<file path="src/rtl/irq_trk_pkg.sv">
// Package: shared write-select encoding for the interrupt state tracker.
// Assumes a 3-bit select field; codes above SEL_SW_TRIG are reserved and inert.
package irq_trk_pkg;

    localparam int SEL_W = 3;

    typedef enum logic [SEL_W-1:0] {
        SEL_SET_EN   = 3'd0,
        SEL_CLR_EN   = 3'd1,
        SEL_SET_PEND = 3'd2,
        SEL_CLR_PEND = 3'd3,
        SEL_SW_TRIG  = 3'd4
    } wr_sel_e;

endpackage

</file>
<file path="src/rtl/irq_sync_edge.sv">
// Module: two-flop synchronizer plus rising-edge detector for a vector of lines.
// Assumes lines are asynchronous; a pulse must stay high for at least one clock
// period to be seen. lvl_o is the synchronized level, rise_o is high for one
// cycle after each low-to-high change of lvl_o.
module irq_sync_edge #(
    parameter int WIDTH = 8
) (
    input  logic             clk,
    input  logic             rst_n,
    input  logic [WIDTH-1:0] lines_i,
    output logic [WIDTH-1:0] lvl_o,
    output logic [WIDTH-1:0] rise_o
);

    logic [WIDTH-1:0] meta_q;
    logic [WIDTH-1:0] sync_q;
    logic [WIDTH-1:0] prev_q;

    // Two synchronizing stages and a delayed copy for edge detection.
    always_ff @(posedge clk) begin
        if (!rst_n) begin
            meta_q <= '0;
            sync_q <= '0;
            prev_q <= '0;
        end else begin
            meta_q <= lines_i;
            sync_q <= meta_q;
            prev_q <= sync_q;
        end
    end

    // Level and rising edge taken from the synchronized stage.
    always_comb begin
        lvl_o  = sync_q;
        rise_o = sync_q & ~prev_q;
    end

endmodule

</file>
<file path="src/rtl/irq_wr_decode.sv">
// Module: turns one register write into per-line set/clear masks.
// Assumes at most one write per cycle; only one mask kind can be non-zero.
// The software trigger is folded into the set-pending mask; IDs >= NUM_IRQ are dropped.
module irq_wr_decode
    import irq_trk_pkg::*;
#(
    parameter int NUM_IRQ = 8,
    parameter int ID_W    = (NUM_IRQ > 1) ? $clog2(NUM_IRQ) : 1
) (
    input  logic               wr_valid_i,
    input  logic [SEL_W-1:0]   wr_sel_i,
    input  logic [NUM_IRQ-1:0] wr_data_i,
    output logic [NUM_IRQ-1:0] set_en_o,
    output logic [NUM_IRQ-1:0] clr_en_o,
    output logic [NUM_IRQ-1:0] set_pend_o,
    output logic [NUM_IRQ-1:0] clr_pend_o
);

    localparam int TRIG_W = (ID_W < NUM_IRQ) ? ID_W : NUM_IRQ;

    logic [NUM_IRQ-1:0] trig_onehot;
    logic [ID_W-1:0]    trig_id;

    // Extract the trigger ID from the low data bits.
    always_comb begin
        trig_id = '0;
        trig_id[TRIG_W-1:0] = wr_data_i[TRIG_W-1:0];
    end

    // One-hot expansion of the trigger ID, one comparator per line.
    for (genvar g = 0; g < NUM_IRQ; g++) begin : g_trig
        assign trig_onehot[g] = (trig_id == ID_W'(g));
    end

    // Select decode: route the data word to the chosen mask.
    always_comb begin
        set_en_o   = '0;
        clr_en_o   = '0;
        set_pend_o = '0;
        clr_pend_o = '0;
        if (wr_valid_i) begin
            unique case (wr_sel_i)
                SEL_SET_EN:   set_en_o   = wr_data_i;
                SEL_CLR_EN:   clr_en_o   = wr_data_i;
                SEL_SET_PEND: set_pend_o = wr_data_i;
                SEL_CLR_PEND: clr_pend_o = wr_data_i;
                SEL_SW_TRIG:  set_pend_o = trig_onehot;
                default: ;
            endcase
        end
    end

endmodule

</file>
<file path="src/rtl/irq_line_cell.sv">
// Module: pending/active/enable state for one interrupt line.
// Assumes lvl_i/rise_i are already synchronized. Priority of pending updates,
// lowest first: clear write, set write, acknowledge, hardware/return re-arm.
module irq_line_cell (
    input  logic clk,
    input  logic rst_n,
    input  logic lvl_i,
    input  logic rise_i,
    input  logic ack_hit_i,
    input  logic ret_hit_i,
    input  logic set_en_i,
    input  logic clr_en_i,
    input  logic set_pend_i,
    input  logic clr_pend_i,
    output logic pending_o,
    output logic active_o,
    output logic enable_o
);

    logic pending_q, active_q, enable_q;
    logic pending_d, active_d, enable_d;
    logic hw_arm;

    // Hardware arming: held level when idle, any new edge, or level seen at return.
    always_comb begin
        hw_arm = (lvl_i & ~active_q & ~ack_hit_i) | rise_i | (ret_hit_i & lvl_i);
    end

    // Next-state for pending, active and enable.
    always_comb begin
        pending_d = pending_q;
        if (clr_pend_i) pending_d = 1'b0;
        if (set_pend_i) pending_d = 1'b1;
        if (ack_hit_i)  pending_d = 1'b0;
        if (hw_arm)     pending_d = 1'b1;

        active_d = active_q;
        if (ret_hit_i) active_d = 1'b0;
        if (ack_hit_i) active_d = 1'b1;

        enable_d = enable_q;
        if (set_en_i) enable_d = 1'b1;
        if (clr_en_i) enable_d = 1'b0;
    end

    // State registers with synchronous active-low reset.
    always_ff @(posedge clk) begin
        if (!rst_n) begin
            pending_q <= 1'b0;
            active_q  <= 1'b0;
            enable_q  <= 1'b0;
        end else begin
            pending_q <= pending_d;
            active_q  <= active_d;
            enable_q  <= enable_d;
        end
    end

    assign pending_o = pending_q;
    assign active_o  = active_q;
    assign enable_o  = enable_q;

    assert_level_latch_R1: assert property (@(posedge clk) disable iff (!rst_n)
        (lvl_i && !active_q && !ack_hit_i) |=> pending_q);

    assert_ack_sets_active_R2: assert property (@(posedge clk) disable iff (!rst_n)
        ack_hit_i |=> active_q);

    assert_edge_rearm_R3: assert property (@(posedge clk) disable iff (!rst_n)
        (rise_i && active_q) |=> pending_q);

    assert_ret_clears_R4: assert property (@(posedge clk) disable iff (!rst_n)
        (ret_hit_i && !ack_hit_i) |=> !active_q);

    assert_ret_resample_R4: assert property (@(posedge clk) disable iff (!rst_n)
        (ret_hit_i && lvl_i) |=> pending_q);

    assert_enable_hold_R5: assert property (@(posedge clk) disable iff (!rst_n)
        (!set_en_i && !clr_en_i) |=> $stable(enable_q));

    assert_clear_pend_R7: assert property (@(posedge clk) disable iff (!rst_n)
        (clr_pend_i && !lvl_i && !set_pend_i) |=> !pending_q);

    assert_line_beats_clear_R8: assert property (@(posedge clk) disable iff (!rst_n)
        (clr_pend_i && lvl_i && !active_q && !ack_hit_i) |=> pending_q);

endmodule

</file>
<file path="src/rtl/irq_state_tracker.sv">
// Module: top of the interrupt pending/active tracker.
// Assumes one write, at most one acknowledge and at most one return per cycle.
// Lines are synchronized internally; all state updates on the rising clock edge.
module irq_state_tracker
    import irq_trk_pkg::*;
#(
    parameter int NUM_IRQ = 8,
    parameter int ID_W    = (NUM_IRQ > 1) ? $clog2(NUM_IRQ) : 1
) (
    input  logic               clk,
    input  logic               rst_n,
    input  logic [NUM_IRQ-1:0] irq_lines,
    input  logic               ack_valid,
    input  logic [ID_W-1:0]    ack_id,
    input  logic               ret_valid,
    input  logic [ID_W-1:0]    ret_id,
    input  logic               wr_valid,
    input  logic [SEL_W-1:0]   wr_sel,
    input  logic [NUM_IRQ-1:0] wr_data,
    output logic [NUM_IRQ-1:0] pending_o,
    output logic [NUM_IRQ-1:0] active_o,
    output logic [NUM_IRQ-1:0] enable_o
);

    logic [NUM_IRQ-1:0] lvl, rise;
    logic [NUM_IRQ-1:0] set_en, clr_en, set_pend, clr_pend;
    logic [NUM_IRQ-1:0] ack_hit, ret_hit;

    // Line synchronization and edge detection.
    irq_sync_edge #(.WIDTH(NUM_IRQ)) sync_i (
        .clk     (clk),
        .rst_n   (rst_n),
        .lines_i (irq_lines),
        .lvl_o   (lvl),
        .rise_o  (rise)
    );

    // Register write decode into per-line masks.
    irq_wr_decode #(.NUM_IRQ(NUM_IRQ), .ID_W(ID_W)) dec_i (
        .wr_valid_i (wr_valid),
        .wr_sel_i   (wr_sel),
        .wr_data_i  (wr_data),
        .set_en_o   (set_en),
        .clr_en_o   (clr_en),
        .set_pend_o (set_pend),
        .clr_pend_o (clr_pend)
    );

    // Per-line ID match and state cell.
    for (genvar g = 0; g < NUM_IRQ; g++) begin : g_line
        assign ack_hit[g] = ack_valid && (ack_id == ID_W'(g));
        assign ret_hit[g] = ret_valid && (ret_id == ID_W'(g));

        irq_line_cell cell_i (
            .clk        (clk),
            .rst_n      (rst_n),
            .lvl_i      (lvl[g]),
            .rise_i     (rise[g]),
            .ack_hit_i  (ack_hit[g]),
            .ret_hit_i  (ret_hit[g]),
            .set_en_i   (set_en[g]),
            .clr_en_i   (clr_en[g]),
            .set_pend_i (set_pend[g]),
            .clr_pend_i (clr_pend[g]),
            .pending_o  (pending_o[g]),
            .active_o   (active_o[g]),
            .enable_o   (enable_o[g])
        );
    end

    assert_one_mask_kind_R10: assert property (@(posedge clk) disable iff (!rst_n)
        $onehot0({|set_en, |clr_en, |set_pend, |clr_pend}));

    assert_reserved_sel_inert_R10: assert property (@(posedge clk) disable iff (!rst_n)
        (wr_valid && wr_sel > SEL_W'(SEL_SW_TRIG)) |-> (set_en == '0 && clr_en == '0 && set_pend == '0 && clr_pend == '0));

    assert_ack_single_R2: assert property (@(posedge clk) disable iff (!rst_n)
        $onehot0(ack_hit));

endmodule

</file>
<file path="config.mk">
export PLATFORM = sky130hd
export DESIGN_NAME = irq_state_tracker
export DESIGN_NICKNAME = d
export VERILOG_FILES = /design/src/rtl/irq_trk_pkg.sv /design/src/rtl/irq_sync_edge.sv /design/src/rtl/irq_wr_decode.sv /design/src/rtl/irq_line_cell.sv /design/src/rtl/irq_state_tracker.sv
export SDC_FILE = /design/constraint.sdc
export NUM_CORES = 1
export LEC_CHECK = 0
export ABC_AREA = 1
export BUFFER_PORTS_ARGS = -buffer_cell sky130_fd_sc_hd__clkbuf_2
export CORE_ASPECT_RATIO = 1.4
export CORE_UTILIZATION = 40
export CTS_CLUSTER_SIZE = 12
export DETAILED_ROUTE_END_ITERATION = 10
export SYNTH_ARGS = -nofsm -noshare
export SYNTH_HDL_FRONTEND = slang
export SYNTH_SLANG_ARGS = --single-unit
</file>
<file path="constraint.sdc">
create_clock -name clk -period 2.5 [get_ports clk]
set_clock_uncertainty 0.2 [all_clocks]
set_input_delay 0.25 -clock clk [delete_from_list [all_inputs] [get_ports clk]]
set_output_delay 0.25 -clock clk [all_outputs]
set_load 0.03 [all_outputs]
</file>
### After elaboration in Yosys (flattened, before gate mapping)

Index checks and enable logic that the tools add are counted.

* register bits after elaboration: 48
* input port bits: 30
* logic and storage cells: 211

* equal/unequal tests: 25
* muxes and demuxes: 56
* bitwise gates (word level): 59
* reduce and logical (&&, ||, !) cells: 44

Operator list (count)
* $mux W8: 7
* $mux W1: 48
* $eq A3 B3 Y1 const B: 13
* $reduce_bool A4 Y1: 8
* $and A1 B1 Y1: 24
* $eq A3 B2 Y1 const B: 8
* $not A1 Y1: 17
* $logic_and A1 B1 Y1: 16
* $or A1 B1 Y1: 16
* $pmux W8 S2: 1
* $reduce_bool A2 Y1: 8
* $reduce_or A2 Y1: 8
* $eq A3 B1 Y1 const B: 4
* $logic_not A3 Y1: 4
* $and A8 B8 Y8: 1
* $not A8 Y8: 1

### Depth between registers and ports, before layout

Gate-level depths: netlist of run 1.

* depth after elaboration: 7
* gate-level depth with buffers: 9
* mapped depth without buffers: 9

### Cells and area by module

Synthesis of run 1 repeated with hierarchy kept, for this count alone.

* cell total of the unflattened synthesis: 374
* area total of the unflattened synthesis: 2293.4 sq um

By module, submodules not included
* irq_line_cell: times used 8, cells each 21, area an instance 132.6 sq um, sequential area each 60.1 sq um
* irq_sync_edge: times used 1, cells each 90, area an instance 743.2 sq um, sequential area each 480.5 sq um
* irq_wr_decode: times used 1, cells each 82, area an instance 361.6 sq um, sequential area each 0.0 sq um
* irq_state_tracker: times used 1, cells each 34, area an instance 127.6 sq um, sequential area each 0.0 sq um

### Worst setup path before layout of run 1

OpenSTA, ideal clock, no wires.

* path type: input to register
* start point: input wr_valid
* end point: register g_line[2].cell_i.pending_q
* arrival: 891 ps
* data required time: 2188 ps
* slack: 1297 ps
* cell stages on the path: 8
* path buffers: 1
* cells stage by stage: buf_2 nand2_1 inv_1 nand2_1 a21oi_1 nand2_1 nand2_1 nand2_1

* cells in the longest elaborated chain, start to end: 4
* elaborated cells on any way between the ends: 6
* those cells by class: 5 x mux; 1 x reduce/logical

Ends and longest elaborated chain
* start, declared: line irq_state_tracker.sv:17 `input logic wr_valid,`
* $mux W8: line irq_wr_decode.sv:41 `if (wr_valid_i) begin`
* $mux W1: line irq_line_cell.sv:33 `if (set_pend_i) pending_d = 1'b1;`
* $mux W1: line irq_line_cell.sv:34 `if (ack_hit_i) pending_d = 1'b0;`
* $mux W1: line irq_line_cell.sv:35 `if (hw_arm) pending_d = 1'b1;`
* end signal, assigned: line irq_line_cell.sv:53 `pending_q <= pending_d;`
* end, declared: line irq_line_cell.sv:20 `logic pending_q, active_q, enable_q;`

Parallel ways exist; a longest one is shown, timed or not.
A chain may end at the register's enable or synchronous reset.

### Final worst setup path of run 1

* start point: register g_line[4].cell_i.active_q
* end point: output active_o[4]

RTL lines
* start, declared: line irq_line_cell.sv:20
* start signal, assigned: line irq_line_cell.sv:54 `active_q <= active_d;`
* end, declared: line irq_state_tracker.sv:21 `output logic [NUM_IRQ-1:0] active_o,`

No word-level cell between the ends.

==> flow_summary.yaml, run 1 <==
grt:
  overflow: 0
  grt_pass1_wl_mm: 7.914
  track_usage: 0.1697
  grt_pass1_vias: 1850
  antenna_found_initial: 0
  grt_max_degree: 33
clocking:
  numCtsBuffers: 5
  cts.sinks: 48
  cts_root_buf: "clkbuf_8"
  cts_tree: "yes"
  clk_pin_slew_worst_paths_ns: 0.09
  cts_resized: 0
  htreeDepth: 2
  clk_path_buf_depth: 2
  clock_latency_ns: 0.29
critical_path:
  start_kind: "register"
  crit_path_cell_trace: "clkbuf_2"
  cp-endpoint: "active_o[4]"
  r2r-start: "g_line[4].cell_i.active_o"
  crit_fanout: 3
  cp_num_buf_inv: 1
  cp.depth: 1
  cp.arrival_ns: 0.89
  crit_family: "flip-flops"
  slowest_delay_ns: 0.37
  r2r_setup_slack_ns: 1.46
  crit_path_start: "g_line[4].cell_i.active_o"
  endpoint_kind: "output pin"
  r2r-end: "g_line[4].cell_i.pending_o"
  required_ns: 2.05
  slowest_stage: "dfxtp_1"
  worstSetupPathType: "reg -> out"
  ff2ff_path_depth: 5
timing:
  setup_tns_ns: 0
  timing.final.setup_violations: 0
  rsz0062_at_grt: "false"
  fmax_mhz: 746.3
  drv_slew: 0
  hold_viol_final: 0
  post-route-period-util: 0.5360
  worst_pin_slew_ns: 0.4738
  finalCriticalPeriod_ns: 1.340
  setup_ws_ns: 1.160
  max-slew-margin-rel: 0.6838
pwr:
  max-vdd-ir-drop_mv: 0.2678
  powerDensity_nw_per_um2: 565.9
  comb_power_share: 0.156
  seqPwrFrac: 0.548
  switching_power_mw: 0.4202
  p_leak_nw: 1.477
  internal_power_mw: 1.068
  switching_share: 0.2824
  clockPowerShare: 0.296
yosys:
  synth_seq_cells: 48
  synth_fp_nets: 388
  postSynthAreaPerCell_sq_um: 6.476
  synth.distinct_cells: 18
  syn-cell-area_sq_um: 2318
  yosys_warnings: 0
  seq_area_frac_synth: 0.4145
  synthCells: 358
route:
  drt_iter0_markers: 105
  vias_per_cell: 4.351
  dr_total_vias: 2023
  firstDrtPassIters: 4
  drcViolationCount: 0
  routed_wl_mm: 4.839
  wl_per_cell_microns: 10.41
  ant_nets: 0
placed_design:
  dp_hpwl_mm: 3.696
  port_buffers: 53
  pre_cts_slack_ns: 1.066
  gp_congestion: 0.8097
die:
  start_util: 0.4166
  num_rows: 32
  die_area_sq_um: 6109
  die_w_microns: 66.35
  ios: 54
  core-area_sq_um: 5565
  die_h_microns: 92.08
layout:
  area_growth_pct: 13.44
  final_cell_mix: "nand2_1 (113), inv_1 (66), clkbuf_2 (53)"
  fillCellCount: 616
  final_common_cell: "nand2_1"
  drive_gt1_frac: 0.1688
  fin_nets: 427
  num_antenna_cells: 0
outcome:
  status: "completed"
worst_hold_path:
  hp-class: "in -> reg"
job:
  drv_cap: 0
metrics by stage:
stage	total power, mW	hold WS (ns)	instances	instance area (sq um)	util
2_1_floorplan	1.007	0.1476	358	2318	-
4_1_cts	1.512	0.1015	465	2630	0.4726
6_report	1.488	0.1180	465	2630	0.4726
3_3_place_gp	1.054	0.1917	450	2469	0.4436
5_1_grt	1.572	0.1487	465	2630	0.4726
3_5_place_dp	1.057	0.1961	450	2469	0.4436
worst min path at each step:
stage | cells after the start | start | to
after global routing | 4 | ack_id[0] | g_line[2].cell_i.active_o
after detailed placement | 2 | sync_i.meta_q[5] | sync_i.lvl_o[5]
final | 4 | ack_id[1] | g_line[4].cell_i.active_o
after floorplan | 2 | irq_lines[0] | sync_i.meta_q[0]
after global placement | 2 | sync_i.meta_q[3] | sync_i.lvl_o[3]
after CTS | 4 | ack_id[1] | g_line[4].cell_i.active_o
cell usage after synthesis, drive strengths merged:
library cell  number  share of area
inv               68           0.11
nand3b             1         0.0032
nor2              41          0.074
nor3               1         0.0022
a21oi             21          0.045
dfxtp             48           0.41
clkbuf             2         0.0032
nand3             10          0.024
buf               28          0.086
nand2            113           0.18
o21ai             24          0.052
nand4              1         0.0027
registers in the layout, indices dropped and copies added (netlist names):
signal and cells:
sync_i.prev_q 8, g_line.cell_i.active_o 8, g_line.cell_i.pending_o 8, sync_i.meta_q 8, g_line.cell_i.enable_o 8, sync_i.lvl_o 8
final cells by class:
cell class	count	area [sq um]	area share
sequential	48	960.9	0.3654
multi-input combinational	212	894.6	0.3402
timing repair buffer	62	352.8	0.1342
inverter	68	255.2	0.09705
tap	68	85.08	0.03235
clock buffer	5	68.82	0.02617
clock inverter	2	12.51	0.004757
logic make-up after synthesis:
kind of cell / after synthesis / synth area share
compound gates: 45 / 0.09714
flops: 48 / 0.4145
buf+inv: 98 / 0.1997
simple gates: 167 / 0.2887
what timing repair did:
action | 4_1_cts | 5_1_grt
buffers inserted | 0 | 0
hold buffers | 8 | 0
endpoints found under the hold margin | 8 | 0
routing by layer:
layer	global-route usage	vias up	share of wire
li1	-	1118	-
met1	0.2000	841	0.46
met2	0.2900	58	0.48
met3	0.04229	6	0.044
met4	0.06206	0	0.015
met5	0	-	0
power groups by stage:
| stage | combinational (mW) | clock, mW | sequential, mW |
|---|---|---|---|
| floorplan | 0.178 | 0 | 0.829 |
| global placement | 0.220 | 0 | 0.834 |
| detailed placement | 0.223 | 0 | 0.834 |
| CTS | 0.233 | 0.463 | 0.816 |
| global route | 0.260 | 0.492 | 0.820 |
| finish | 0.231 | 0.441 | 0.816 |
(Power assumes the default switching activity.)
==> inputs of run 2 (changes only) <==
==> constraint.sdc (replaced) <==
create_clock -name clk -period 1.2 [get_ports clk]
set_clock_uncertainty 0.2 [all_clocks]
set_input_delay 0.12 -clock clk [delete_from_list [all_inputs] [get_ports clk]]
set_output_delay 0.12 -clock clk [all_outputs]
set_load 0.03 [all_outputs]
==> flow_summary.yaml, run 2 (same netlist as run 1, synthesis figures left out) <==
clocking:
  cts_hold_buf: 12
  cts_root_buf: "clkbuf_8"
  cts_tree: "yes"
  clk_path_buf_depth: 2
  clk_pin_slew_worst_paths_ns: 0.09
  numCtsBuffers: 5
  htreeDepth: 2
  clock_latency_ns: 0.29
  cts.sinks: 48
route:
  drcViolationCount: 0
  top_layer: "met4"
  routed_wl_mm: 4.944
  ant_nets: 0
  drt-met1-wl_mm: 2.215
  met2WireLength_mm: 2.451
  vias_per_cell: 4.307
  wl_per_cell_microns: 10.41
  dr_wl_met3_microns: 215
  firstDrtPassIters: 4
  drt_iter0_markers: 68
  dr_total_vias: 2046
critical_path:
  ff2ff_path_depth: 5
  crit_fanout: 2
  worstSetupPathType: "reg -> out"
  required_ns: 0.88
  crit_family: "flip-flops"
  endpoint_kind: "output pin"
  cp_num_buf_inv: 1
  cp.depth: 1
  crit_path_cell_trace: "buf_2"
  slowest_delay_ns: 0.35
  cp.arrival_ns: 0.84
  slowest_stage: "dfxtp_1"
  start_kind: "register"
timing:
  setup_ws_ns: 0.04119
  max-slew-margin-rel: 0.7535
  finalCriticalPeriod_ns: 1.159
  post-route-period-util: 0.9657
  rsz0062_at_grt: "false"
  fmax_mhz: 863.0
  hold_viol_final: 3
  drv_slew: 0
  worst_pin_slew_ns: 0.3693
  timing.final.setup_violations: 0
  holdWs_ns: -0.02877
layout:
  num_antenna_cells: 0
  drive_gt1_frac: 0.2162
  final_cell_mix: "nand2_1 (110), inv_1 (63), dfxtp_1 (41)"
  fin_nets: 436
  final_common_cell: "nand2_1"
  area_growth_pct: 21.80
  fin_area_sq_um: 2824
die:
  start_util: 0.4166
  die_w_microns: 66.35
  die_h_microns: 92.08
  num_rows: 32
  core-area_sq_um: 5565
  ios: 54
  die_area_sq_um: 6109
grt:
  antenna_found_initial: 0
  grt_pass1_vias: 1848
  grt_max_degree: 23
  track_usage: 0.1773
  grt_pass1_wl_mm: 8.093
  overflow: 0
placed_design:
  port_buffers: 53
  gp_congestion: 0.8146
  dp_hpwl_mm: 3.849
  postPlaceCellArea_sq_um: 2529
  pre_cts_slack_ns: -0.01723
pwr:
  power.total_mw: 3.486
  powerDensity_nw_per_um2: 1235
  max-vdd-ir-drop_mv: 0.7995
  p_leak_nw: 1.563
outcome:
  status: "finished, violations left"
  violations: "hold timing"
worst_hold_path:
  hold_path_depth: 4
  hp-class: "in -> reg"
job:
  drv_cap: 0
run 2: layout make-up:
cell class / instances / area, sq um
inverter: 68 / 255.2
sequential: 48 / 969.7
fill: 575 / 2741
clock buffer: 7 / 96.34
tap: 68 / 85.08
clock inverter: 1 / 30.03
multi-input combinational: 212 / 904.6
timing repair buffer: 71 / 483.0
run 2: repair_timing:
item | 4_1_cts | 5_1_grt
buffers inserted | 0 | 1
pin swaps | 0 | 0
endpoints found under the hold margin | 14 | 2
setup endpoints to repair | 6 | 27
gates resized for setup | 8 | 48
run 2: layer usage:
layer	GRT usage	up-vias
li1	-	1135
met1	0.2136	862
met2	0.2985	45
met3	0.04104	4
met4	0.06738	0
met5	0	-
run 2: power by group:
part | switching [mW] | internal [mW] | total, mW
clock network | 0.518 | 0.735 | 1.25
registers | 0.0346 | 1.67 | 1.70
logic | 0.326 | 0.204 | 0.531
total | 0.879 | 2.61 | 3.49
run 2: per-stage QoR:
stage	setup TNS [ns]	cells	utilization	hold WS [ns]
floorplan	0	358	-	0.01763
global placement	0	458	0.4544	0.09935
detailed placement	-0.07914	458	0.4544	0.1047
CTS	0	478	0.5036	-0.04111
global route	0	475	0.5074	-0.02822
finish	0	475	0.5074	-0.02877
run 2: path summary, 6_finish.rpt:
kind / slack, ns / startpoint / end
max: 0.04 / g_line[2].cell_i.pending_o / pending_o[2]
min: -0.03 / ack_id[1] / g_line[4].cell_i.active_o
max reg2reg: 0.21 / g_line[0].cell_i.active_o / g_line[0].cell_i.pending_o
min reg2reg: 0.21 / sync_i.meta_q[0] / sync_i.lvl_o[0]
